===== config.mk =====
export PLATFORM = sky130hd
export DESIGN_NAME = ring_addr_gen
export DESIGN_NICKNAME = d
export VERILOG_FILES = /design/src/rtl/ring_pkg.sv /design/src/rtl/ring_page_table.sv /design/src/rtl/ring_shared_regs.sv /design/src/rtl/ring_addr_gen.sv
export SDC_FILE = /design/constraint.sdc
export NUM_CORES = 2
export LEC_CHECK = 0
export BUFFER_PORTS_ARGS = -buffer_cell sky130_fd_sc_hd__clkbuf_2
export CORE_MARGIN = 8
export CORE_UTILIZATION = 50
export DETAILED_ROUTE_END_ITERATION = 6
export GPL_TIMING_DRIVEN = 0
export PLACE_DENSITY_LB_ADDON = 0.3
export SYNTH_ARGS = -nofsm -noshare
export SYNTH_HDL_FRONTEND = slang
export SYNTH_HIERARCHICAL = 1
export SYNTH_SLANG_ARGS = --single-unit

===== constraint.sdc =====
create_clock -name clk -period 6.1 [get_ports clk]
set_input_delay 0.61 -clock clk [delete_from_list [all_inputs] [get_ports clk]]
set_output_delay 0.61 -clock clk [all_outputs]
set_load 0.01 [all_outputs]

===== src/rtl/ring_pkg.sv =====
package ring_pkg;

    localparam int NUM_RINGS = 3;
    localparam int NUM_SLOTS = 4;
    localparam int PTR_W     = 32;

    typedef enum logic [1:0] {
        RING_REQ  = 2'd0,
        RING_CMP  = 2'd1,
        RING_MSG  = 2'd2,
        RING_NONE = 2'd3
    } ring_e;

    typedef enum logic [1:0] {
        OP_POP     = 2'd0,
        OP_FLUSH   = 2'd1,
        OP_CLEANUP = 2'd2,
        OP_NONE    = 2'd3
    } op_e;

    typedef enum logic [1:0] {
        FLD_PROD = 2'd0,
        FLD_CONS = 2'd1,
        FLD_EXP  = 2'd2,
        FLD_NONE = 2'd3
    } fld_e;

    typedef enum logic [1:0] {
        ST_IDLE   = 2'd0,
        ST_LOAD   = 2'd1,
        ST_COMMIT = 2'd2
    } cfg_state_e;

    // Smallest e >= 1 with (size_m1 >> e) == 0.
    function automatic logic [5:0] len_exp(input logic [PTR_W-1:0] size_m1);
        logic [5:0] e;
        e = 6'd1;
        for (int b = 1; b < PTR_W; b++) begin
            if ((size_m1 >> b) != '0) e = 6'(b + 1);
        end
        return e;
    endfunction

    function automatic logic [PTR_W-1:0] exp_mask(input logic [5:0] e);
        if (e >= 6'd32) return '1;
        return (PTR_W'(1) << e) - PTR_W'(1);
    endfunction

endpackage


===== src/rtl/ring_page_table.sv =====
module ring_page_table #(
    parameter int ADDR_W    = 48,
    parameter int MAX_PAGES = 8,
    parameter int PG_W      = 3,
    parameter int EPP       = 32,
    parameter int DSZ       = 128
) (
    input  logic              clk,
    input  logic              rst_n,
    input  logic              wr_en,
    input  logic [PG_W-1:0]   wr_page,
    input  logic [ADDR_W-1:0] wr_base,
    input  logic              clr,
    input  logic [31:0]       idx,
    output logic [ADDR_W-1:0] addr
);

    logic [ADDR_W-1:0] base_q [MAX_PAGES];
    logic [31:0]       page_sel;
    logic [31:0]       slot;
    logic [31:0]       slot_off;
    logic [ADDR_W-1:0] base_sel;

    always_ff @(posedge clk or negedge rst_n) begin
        if (!rst_n) begin
            for (int p = 0; p < MAX_PAGES; p++) base_q[p] <= '0;
        end else if (clr) begin
            for (int p = 0; p < MAX_PAGES; p++) base_q[p] <= '0;
        end else if (wr_en) begin
            for (int p = 0; p < MAX_PAGES; p++) begin
                if (wr_page == PG_W'(p)) base_q[p] <= wr_base;
            end
        end
    end

    assign page_sel = idx / 32'(EPP);
    assign slot     = idx % 32'(EPP);
    assign slot_off = slot * 32'(DSZ);

    always_comb begin
        base_sel = '0;
        for (int p = 0; p < MAX_PAGES; p++) begin
            if (page_sel == 32'(p)) base_sel = base_q[p];
        end
    end

    assign addr = base_sel + ADDR_W'(slot_off);

endmodule


===== src/rtl/ring_shared_regs.sv =====
module ring_shared_regs
    import ring_pkg::*;
(
    input  logic        clk,
    input  logic        rst_n,
    input  logic        host_we,
    input  logic [3:0]  host_waddr,
    input  logic [31:0] host_wdata,
    input  logic [3:0]  host_raddr,
    output logic [31:0] host_rdata,
    input  logic        commit_en,
    input  logic [1:0]  commit_ring,
    input  logic [31:0] commit_exp,
    input  logic        flush_en,
    input  logic [1:0]  flush_ring,
    input  logic [31:0] flush_val,
    output logic [31:0] req_prod,
    output logic [31:0] msg_prod,
    output logic [31:0] msg_cons
);

    logic [16*32-1:0] flat;

    for (genvar r = 0; r < NUM_SLOTS; r++) begin : g_ring
        for (genvar f = 0; f < 4; f++) begin : g_fld
            if (r < NUM_RINGS && f < 3) begin : g_word
                localparam int FLUSH_FLD = (r == 0) ? int'(FLD_CONS) : int'(FLD_PROD);
                logic [31:0] word_q;
                logic        hit_host;
                logic        hit_commit;
                logic        hit_flush;

                assign hit_host   = host_we && (host_waddr == 4'(r * 4 + f));
                assign hit_commit = commit_en && (commit_ring == 2'(r));
                assign hit_flush  = flush_en && (flush_ring == 2'(r)) && (f == FLUSH_FLD);

                always_ff @(posedge clk or negedge rst_n) begin
                    if (!rst_n) begin
                        word_q <= '0;
                    end else if (hit_commit) begin
                        word_q <= (f == int'(FLD_EXP)) ? commit_exp : 32'd0;
                    end else if (hit_flush) begin
                        word_q <= flush_val;
                    end else if (hit_host) begin
                        word_q <= host_wdata;
                    end
                end
                assign flat[(r * 4 + f) * 32 +: 32] = word_q;
            end else begin : g_hole
                assign flat[(r * 4 + f) * 32 +: 32] = 32'd0;
            end
        end
    end

    assign host_rdata = flat[host_raddr * 32 +: 32];
    assign req_prod   = flat[(0 * 4 + 0) * 32 +: 32];
    assign msg_prod   = flat[(2 * 4 + 0) * 32 +: 32];
    assign msg_cons   = flat[(2 * 4 + 1) * 32 +: 32];

endmodule


===== src/rtl/ring_addr_gen.sv =====
module ring_addr_gen
    import ring_pkg::*;
#(
    parameter int ADDR_W     = 48,
    parameter int PAGE_SHIFT = 12,
    parameter int MAX_PAGES  = 8,
    parameter int REQ_EPP    = 32,
    parameter int CMP_EPP    = 128,
    parameter int MSG_EPP    = 64,
    parameter int REQ_DSZ    = 128,
    parameter int CMP_DSZ    = 32,
    parameter int MSG_DSZ    = 64,
    localparam int PPN_W     = ADDR_W - PAGE_SHIFT,
    localparam int CNT_W     = $clog2(MAX_PAGES + 1),
    localparam int PG_W      = (MAX_PAGES > 1) ? $clog2(MAX_PAGES) : 1
) (
    input  logic              clk,
    input  logic              rst_n,
    input  logic              cfg_start,
    input  logic [1:0]        cfg_ring,
    input  logic [CNT_W-1:0]  cfg_npages,
    input  logic              cfg_ppn_valid,
    input  logic [PPN_W-1:0]  cfg_ppn,
    output logic              cfg_busy,
    input  logic              op_valid,
    input  logic [1:0]        op_code,
    input  logic [1:0]        op_ring,
    output logic              op_ack,
    output logic              addr_valid,
    output logic [ADDR_W-1:0] addr,
    input  logic              sh_we,
    input  logic [3:0]        sh_waddr,
    input  logic [31:0]       sh_wdata,
    input  logic [3:0]        sh_raddr,
    output logic [31:0]       sh_rdata,
    output logic              msg_room
);

    cfg_state_e state_q, state_d;

    logic [1:0]       cfg_ring_q;
    logic [CNT_W-1:0] npages_q;
    logic [CNT_W-1:0] ld_cnt_q;
    logic             cfg_go;
    logic             ld_last;
    logic             load_we;
    logic             commit_now;
    logic [31:0]      ring_epp;
    logic [31:0]      ring_size;
    logic [5:0]       commit_e;
    logic [31:0]      commit_mask;
    logic [ADDR_W-1:0] wr_base;

    logic             op_go;
    logic             clean_go;
    logic             flush_go;
    logic             pop_ok;
    logic [31:0]      sel_ptr;
    logic [ADDR_W-1:0] sel_addr;

    logic [NUM_SLOTS*32-1:0]     ptr_all;
    logic [NUM_SLOTS*32-1:0]     mask_all;
    logic [NUM_SLOTS*ADDR_W-1:0] addr_all;

    logic [31:0] req_prod;
    logic [31:0] msg_prod;
    logic [31:0] msg_cons;

    logic              op_ack_q;
    logic              addr_valid_q;
    logic [ADDR_W-1:0] addr_q;

    // ---------------- setup state machine ----------------
    assign cfg_go = (state_q == ST_IDLE) && cfg_start && (cfg_ring != RING_NONE) &&
                    (cfg_npages != '0) && (int'(cfg_npages) <= MAX_PAGES);
    assign ld_last    = (ld_cnt_q == CNT_W'(npages_q - CNT_W'(1)));
    assign load_we    = (state_q == ST_LOAD) && cfg_ppn_valid;
    assign commit_now = (state_q == ST_COMMIT);

    always_ff @(posedge clk or negedge rst_n) begin
        if (!rst_n) state_q <= ST_IDLE;
        else        state_q <= state_d;
    end

    always_comb begin
        state_d = state_q;
        unique case (state_q)
            ST_IDLE:   if (cfg_go) state_d = ST_LOAD;
            ST_LOAD:   if (cfg_ppn_valid && ld_last) state_d = ST_COMMIT;
            ST_COMMIT: state_d = ST_IDLE;
            default:   state_d = ST_IDLE;
        endcase
    end

    always_comb begin
        cfg_busy = (state_q != ST_IDLE);
    end

    always_ff @(posedge clk or negedge rst_n) begin
        if (!rst_n) begin
            cfg_ring_q <= '0;
            npages_q   <= '0;
            ld_cnt_q   <= '0;
        end else if (cfg_go) begin
            cfg_ring_q <= cfg_ring;
            npages_q   <= cfg_npages;
            ld_cnt_q   <= '0;
        end else if (load_we) begin
            ld_cnt_q   <= ld_cnt_q + CNT_W'(1);
        end
    end

    always_comb begin
        unique case (cfg_ring_q)
            RING_REQ: ring_epp = 32'(REQ_EPP);
            RING_CMP: ring_epp = 32'(CMP_EPP);
            RING_MSG: ring_epp = 32'(MSG_EPP);
            default:  ring_epp = 32'd1;
        endcase
    end

    assign ring_size   = 32'(npages_q) * ring_epp;
    assign commit_e    = len_exp(ring_size - 32'd1);
    assign commit_mask = exp_mask(commit_e);
    assign wr_base     = {cfg_ppn, {PAGE_SHIFT{1'b0}}};

    // ---------------- operation decode ----------------
    assign op_go    = (state_q == ST_IDLE) && !cfg_go && op_valid &&
                      (op_ring != RING_NONE) && (op_code != OP_NONE);
    assign clean_go = op_go && (op_code == OP_CLEANUP);
    assign flush_go = op_go && (op_code == OP_FLUSH);
    assign sel_ptr  = ptr_all[op_ring * 32 +: 32];
    assign sel_addr = addr_all[op_ring * ADDR_W +: ADDR_W];
    assign pop_ok   = (op_ring != RING_REQ) || (req_prod != sel_ptr);

    // ---------------- per-ring pointer, mask and page table ----------------
    for (genvar r = 0; r < NUM_RINGS; r++) begin : g_ring
        localparam int EPP = (r == 0) ? REQ_EPP : (r == 1) ? CMP_EPP : MSG_EPP;
        localparam int DSZ = (r == 0) ? REQ_DSZ : (r == 1) ? CMP_DSZ : MSG_DSZ;
        logic [31:0]       ptr_q;
        logic [31:0]       mask_q;
        logic [ADDR_W-1:0] ring_addr;
        logic              mine;

        assign mine = (op_ring == 2'(r));

        always_ff @(posedge clk or negedge rst_n) begin
            if (!rst_n) begin
                ptr_q  <= '0;
                mask_q <= '0;
            end else if (commit_now && cfg_ring_q == 2'(r)) begin
                ptr_q  <= '0;
                mask_q <= commit_mask;
            end else if (clean_go) begin
                ptr_q  <= '0;
                mask_q <= '0;
            end else if (op_go && mine && op_code == OP_POP && pop_ok) begin
                ptr_q  <= ptr_q + 32'd1;
            end
        end

        ring_page_table #(
            .ADDR_W   (ADDR_W),
            .MAX_PAGES(MAX_PAGES),
            .PG_W     (PG_W),
            .EPP      (EPP),
            .DSZ      (DSZ)
        ) u_table (
            .clk    (clk),
            .rst_n  (rst_n),
            .wr_en  (load_we && cfg_ring_q == 2'(r)),
            .wr_page(ld_cnt_q[PG_W-1:0]),
            .wr_base(wr_base),
            .clr    (clean_go),
            .idx    (ptr_q & mask_q),
            .addr   (ring_addr)
        );

        assign ptr_all[r * 32 +: 32]          = ptr_q;
        assign mask_all[r * 32 +: 32]         = mask_q;
        assign addr_all[r * ADDR_W +: ADDR_W] = ring_addr;
    end

    assign ptr_all[3 * 32 +: 32]          = '0;
    assign mask_all[3 * 32 +: 32]         = '0;
    assign addr_all[3 * ADDR_W +: ADDR_W] = '0;

    // ---------------- shared index storage ----------------
    ring_shared_regs u_shared (
        .clk        (clk),
        .rst_n      (rst_n),
        .host_we    (sh_we),
        .host_waddr (sh_waddr),
        .host_wdata (sh_wdata),
        .host_raddr (sh_raddr),
        .host_rdata (sh_rdata),
        .commit_en  (commit_now),
        .commit_ring(cfg_ring_q),
        .commit_exp (32'(commit_e)),
        .flush_en   (flush_go),
        .flush_ring (op_ring),
        .flush_val  (sel_ptr),
        .req_prod   (req_prod),
        .msg_prod   (msg_prod),
        .msg_cons   (msg_cons)
    );

    assign msg_room = (msg_prod - msg_cons) < (mask_all[2 * 32 +: 32] + 32'd1);

    // ---------------- response register ----------------
    always_ff @(posedge clk or negedge rst_n) begin
        if (!rst_n) begin
            op_ack_q     <= 1'b0;
            addr_valid_q <= 1'b0;
            addr_q       <= '0;
        end else begin
            op_ack_q     <= op_go;
            addr_valid_q <= op_go && (op_code == OP_POP) && pop_ok;
            addr_q       <= (op_go && (op_code == OP_POP) && pop_ok) ? sel_addr : '0;
        end
    end

    assign op_ack     = op_ack_q;
    assign addr_valid = addr_valid_q;
    assign addr       = addr_q;

endmodule


; Word-level counts from Yosys, hierarchy flattened
; Index checks and enable logic that the tools add are counted.
[totals]
reg_bits = 1694
input_bits = 92
[op_classes]
order_cmp = 3
n_reduce_logical = 137
n_eq_ne = 51
mul = 2
mux = 113
n_bitwise = 3
n_shift = 4
addsub = 12
[ops]
columns = op, count
row1 = 384-bit two-way mux, 6
row2 = 48-bit two-way mux, 33
row3 = 32-bit two-way mux, 36
row4 = 32-bit nonzero test, 30
row5 = 512-bit by 10-bit variable part select with 32-bit output, 1
row6 = 192-bit by 9-bit variable part select with 48-bit output, 1
row7 = 6-bit two-way mux, 30
row8 = 48-bit by 12-bit adder with 48-bit output, 3
row9 = 32-bit by 1-bit adder with 32-bit output (second input constant), 4
row10 = 128-bit by 8-bit variable part select with 32-bit output, 1
row11 = 27-bit by 3-bit == test with 1-bit output (second input constant), 4
row12 = 26-bit by 3-bit == test with 1-bit output (second input constant), 4
row13 = 25-bit by 3-bit == test with 1-bit output (second input constant), 4
row14 = 32-bit AND, 3
row15 = 32-bit zero test, 3
row16 = 27-bit by 2-bit == test with 1-bit output (second input constant), 2
row17 = 26-bit by 2-bit == test with 1-bit output (second input constant), 2
row18 = 25-bit by 2-bit == test with 1-bit output (second input constant), 2
row19 = 2-bit AND reduction, 25
row20 = 2-bit nonzero test, 23
row21 = 1-bit logical AND, 41
row22 = 32-bit < comparator, 1
row23 = 4-bit by 32-bit multiplier with 32-bit output, 1
row24 = 32-bit != test, 1
row25 = 36 further kinds, 64

; Logic depth before layout (Yosys ltp)
[depth]
depth_word = 40
mapped_depth = 27
mapped_depth_nobuf = 26

; Modules after synthesis
; The synthesis kept the hierarchy.
[by_module_without_submodules]
columns = module, instances, cells_each, seq_area_each_um2, area_each_um2
row1 = ring_page_table at g_ring[1].u_table, 1, 2405, 9609.2, 20126.8
row2 = ring_page_table at g_ring[0].u_table, 1, 2442, 9609.2, 20078.0
row3 = ring_page_table at g_ring[2].u_table, 1, 2384, 9609.2, 19909.1
row4 = ring_addr_gen, 1, 1918, 6356.1, 17152.7
row5 = ring_shared_regs, 1, 1751, 7206.9, 15700.1

; Worst setup path before layout
; Ideal clock, no wire load.
[synth_path]
kind = register to register
from = register g_ring[0].ptr_q[5]
to = register addr_q[46], in the netlist addr[46]
stages_incl_launch_ff = 27
path_slack_ns = 0.731
setup_time_ns = 0.119
arrival_ns = 5.250
path_cell_list = dfrtp_1 > and2_1 > buf_2 > buf_2 > buf_4 > buf_2 > buf_4 > buf_2 > buf_2 > buf_2 > mux2i_1 > o21ai_0 > a222oi_1 > a31oi_1 > ha_1 > a21oi_1 > o21bai_1 > a21oi_1 > a211o_1 > or4_1 > buf_2 > nor3_2 > nand3_1 > xor2_1 > mux2i_1 > o21ai_0 > and2_1
[synth_via]
elab_chain_len = 13
elab_cells_between_ends = 24
cone_classes = add/sub (1) / eq/ne (8) / shift (2) / mux (9) / bitwise (1) / reduce/logical (3)
[synth_rtl]
columns = item, line_no
row1 = from (decl), ring_addr_gen.sv:140  ; logic [31:0] ptr_q;
row2 = from (signal assigned), ring_addr_gen.sv:158  ; ptr_q <= ptr_q + 32'd1;
row3 = 32-bit AND (*), ring_addr_gen.sv:175  ; .idx (ptr_q & mask_q),
row4 = 32-bit zero test, ring_page_table.sv:43  ; if (page_sel == 32'(p)) base_sel = base_q[p];
row5 = 48-bit two-way mux (7 in a row), ring_page_table.sv:43
row6 = 48-bit two-way mux (*), ring_page_table.sv:43
row7 = 48-bit by 12-bit adder with 48-bit output (*), ring_page_table.sv:47  ; assign addr = base_sel + ADDR_W'(slot_off);
row8 = named net g_ring[0].ring_addr[46], ring_addr_gen.sv:142  ; logic [ADDR_W-1:0] ring_addr;
row9 = 192-bit by 9-bit variable part select with 48-bit output (*), ring_addr_gen.sv:133  ; assign sel_addr = addr_all[op_ring * ADDR_W +: ADDR_W];
row10 = 48-bit two-way mux (*), ring_addr_gen.sv:219  ; addr_q <= (op_go && (op_code == OP_POP) && pop_ok) ? sel_addr : '0;
row11 = to (signal assigned), ring_addr_gen.sv:219
row12 = to (decl), ring_addr_gen.sv:71  ; logic [ADDR_W-1:0] addr_q;
; The timed path passes the listed nets; every way through them passes the cells marked *.
; A chain may end at the register's enable or synchronous reset.

; Worst setup path after layout
[layout_path]
from = register u_shared.g_ring[2].g_fld[0].g_word.word_q[0], in the netlist u_shared/msg_prod[0]
to = output msg_room
[layout_via]
elab_chain_len = 2
[layout_rtl]
columns = item, line_no
row1 = from (decl), ring_shared_regs.sv:28  ; logic [31:0] word_q;
row2 = from (signal assigned), ring_shared_regs.sv:41  ; word_q <= (f == int'(FLD_EXP)) ? commit_exp : 32'd0;
row3 = from (signal assigned), ring_shared_regs.sv:43  ; word_q <= flush_val;
row4 = from (signal assigned), ring_shared_regs.sv:45  ; word_q <= host_wdata;
row5 = 32-bit subtractor, ring_addr_gen.sv:208  ; assign msg_room = (msg_prod - msg_cons) < (mask_all[2 * 32 +: 32] + 32'd1);
row6 = 32-bit < comparator, ring_addr_gen.sv:208
row7 = to (decl), ring_addr_gen.sv:36  ; output logic msg_room
; No other way between the ends.

==> impl_metrics.json <==
{
  "skew_ns": 0.0579,
  "cap_violations": 3,
  "finalCoreUtilization_pct": 57.6,
  "finalSetupViolCount": 4,
  "synth_cell_type_count": 135,
  "cellPowerDensity_nw_per_um2": 417,
  "h-tree-depth": 4,
  "cp_data_required_time_ns": 5.49,
  "initialDrtViolationCount": 12400,
  "grt_overflow": 0,
  "clkSinkCount": 1694,
  "grt_pass1_vias": 86100,
  "io_pins": 176,
  "dpl.hpwl_um": 289000,
  "cts_buffers": 185,
  "antenna_found_initial": 45,
  "fin_crit_ns": 6.56,
  "placement_rows": 158,
  "grt_usage_pct": 38.3,
  "fin_area_um2": 107000,
  "status": "finished with violations",
  "path_clk_slew_ns": 0.07,
  "coreArea_um2": 185000,
  "cp_slowest_cell": "dfrtp_1",
  "wirelength_um": 395000,
  "worstSkewPairLatency_ns": 0.89,
  "die_y_um": 447,
  "cts.path.max_buffers": 3,
  "p_leak_uw": 0.0459,
  "fin_hold_ws_ns": 0.0487,
  "grt_max_degree": 114,
  "hold_violations": 0,
  "nets": 11600,
  "num_vias": 89200,
  "fin_cells": 14100,
  "holdCritStartpoint": "cfg_ppn[14]",
  "avgViaCountPerCell": 6.31,
  "drive_above_1_share_pct": 11.5,
  "worst_slack_ns": -0.459,
  "grt_pass1_wl_um": 574000,
  "ys_ff_latch": 1694,
  "post-place-ws_ns": -2.57,
  "route.detailed.drc": 5,
  "worstHoldPathType": "input pin to flop",
  "place_area_um2": 97600,
  "synth.largest_area_cell": "dfrtp_1",
  "yosysSeqAreaShare_pct": 45.6,
  "final_common_cell": "nand2_1",
  "path_delay_family": "buffers and inverters",
  "crit_top_cell": "buf_4",
  "slew_headroom_pct": -2.52,
  "netlist_area_um2": 93000,
  "rsz0062_at_grt": "yes",
  "worst_pin_slew_ns": 1.54,
  "holdPathEnd": "g_ring[0].u_table/base_q[218]",
  "r2r-start": "g_ring[2].mask_q[8]",
  "fp.dieW_um": 447,
  "async_reset_ff_share_pct": 100,
  "synth_area_leaders": "dfrtp_1 (46%), nand2_1 (13%), a21oi_1 (7.9%)",
  "critPathLaunchType": "flop",
  "path_buf_inv": 16,
  "r2r-end": "addr[47]",
  "ir_drop_uv": 490,
  "area_growth_pct": 14.6,
  "cts_tree": "yes",
  "wl_per_cell_um": 27.9,
  "io_buffers": 104,
  "max_freq_ghz": 0.152,
  "cts_root_buf": "clkbuf_16",
  "synth_edf_count": 0,
  "worstPathArrival_ns": 5.95,
  "synth_top_area_share_pct": 45.6,
  "crit_path_end_kind": "output port",
  "syn_inst": 10900,
  "r2r_cells": 20,
  "syn_area_per_cell_um2": 8.53,
  "ant_nets": 0,
  "layout_common_cells": "nand2_1 (3101), dfrtp_1 (1674), a21oi_1 (1461), clkbuf_1 (527), nor2_1 (401)",
  "critPathKind": "flop to output port",
  "die_area_um2": 200000,
  "synth_warnings": 6,
  "dr.pass1.iters": 7,
  "fin_crit_sh_pct": 108,
  "maxSlewViolCount": 15,
  "hold_depth": 3,
  "r2r_slack_ns": -0.06,
  "start_util_pct": 50.2,
  "violations": "design-rule violations, max-capacitance violations, max-slew violations, negative setup slack",
  "dp_cells": 13600,
  "place.gp.congestion": 1.04,
  "ys.flop_type": "dfrtp_1",
  "crit_fanout": 2,
  "cpPeakStageDelay_ns": 0.40,
  "nFillCells": 16600
}
layer usage:
layer	global-route usage, %	vias up	wire length, um
li1	-	38400	-
met1	47.7	43600	145000
met2	56.9	5819	171000
met3	11.3	1414	45900
met4	27.2	8	33200
met5	0	-	54
metrics by stage:
step                power (uW)  TNS [ns]
floorplan                26600         0
global placement         31100         -
detailed placement       31600    -86.99
CTS                      43800    -0.461
global route             46600    -0.904
finish                   44400    -0.574
worst max path at each step:
stage,from,endpoint,depth (start not counted)
6_report,u_shared/msg_prod[0],msg_room,29
5_1_grt,u_shared/msg_prod[0],msg_room,27
4_1_cts,u_shared/msg_prod[0],msg_room,27
3_5_place_dp,g_ring[2].mask_q[11],addr[46],23
3_3_place_gp,rst_n,g_ring[2].u_table/base_q[125],1
2_1_floorplan,g_ring[0].ptr_q[5],addr[46],26
timing repair:
| action | in CTS | in global routing |
|---|---|---|
| gates resized for setup | 298 | 153 |
| setup endpoints to repair | 79 | 78 |
| cloned | 0 | 0 |
| buffers inserted | 70 | 42 |
| endpoints found under the hold margin | 87 | 0 |
| pin swaps | 57 | 41 |
| hold buffers | 13 | 0 |
registers in the layout, summed over array words and instances (netlist names):
register	flops
addr	48
addr_valid	1
cfg_ring_q	2
g_ring.mask_q	96
g_ring.ptr_q	96
g_ring.u_table/base_q	1152
ld_cnt_q	4
npages_q	4
op_ack	1
state_q	2
u_shared/g_ring.g_fld.g_word.word_q	192
u_shared/msg_cons	32
u_shared/msg_prod	32
u_shared/req_prod	32
cell families (layout without fill, tap and decap cells):
| family | Yosys count | after routing | share of synthesized area, % |
|---|---|---|---|
| simple gates | 4534 | 4534 | 21.5 |
| compound gates | 2696 | 2696 | 17.3 |
| flops | 1694 | 1694 | 45.6 |
| buf+inv | 1039 | 1607 | 5.11 |
| mux | 514 | 514 | 6.04 |
| xor+xnor | 303 | 303 | 2.85 |
| fa+ha+maj | 118 | 118 | 1.63 |
| other cells | 2 | 196 | 0.00808 |
cell type report:
type / count / area, um2 / area share, %
Clock buffer: 263 / 5370 / 5.03
Tap cell: 2480 / 3100 / 2.91
Timing Repair Buffer: 251 / 2090 / 1.97
Sequential cell: 1694 / 42400 / 39.8
Buffer: 914 / 4690 / 4.40
Multi-Input combinational cell: 8280 / 47400 / 44.5
Antenna cell: 81 / 203 / 0.190
Clock inverter: 71 / 902 / 0.846
Inverter: 108 / 410 / 0.385
cell usage after synthesis, types with 67 or more instances:
library cell / count
a21o_1: 85
a21oi_1: 1469
a2bb2oi_1: 84
a31oi_1: 67
and2_1: 171
buf_2: 97
buf_4: 114
clkbuf_1: 552
clkbuf_2: 76
dfrtp_1: 1694
ha_1: 113
inv_1: 104
mux2_2: 85
mux2i_1: 400
nand2_1: 3103
nand2b_1: 74
nand3_1: 192
nand4_1: 93
nor2_1: 417
nor3_1: 125
o21ai_0: 386
o22ai_1: 81
xnor2_1: 144
xor2_1: 159
worst register-to-register path: stages, from the launching register on:
cell and delay (ns):
dfrtp_1 0.46, and2_4 0.30, buf_4 0.28, clkbuf_4 0.31, clkbuf_4 0.32, clkbuf_4 0.39
nand3_4 0.27, clkbuf_1 0.34, o21ai_0 0.38, nand2_1 0.18, ha_1 0.37, nor2b_1 0.23
o31a_1 0.21, o2111a_2 0.30, nor3b_4 0.35, buf_4 0.21, nand4_1 0.19, xor2_1 0.24
mux2i_2 0.28, o21ai_0 0.11, and2_2 0.28
where the power goes:
group / switching [uW] / total [uW] / internal (uW)
logic: 8950 / 15100 / 6120
registers: 2610 / 17600 / 14900
clock network: 4990 / 11800 / 6770
total: 16600 / 44400 / 27800
(Power assumes the default switching activity.)
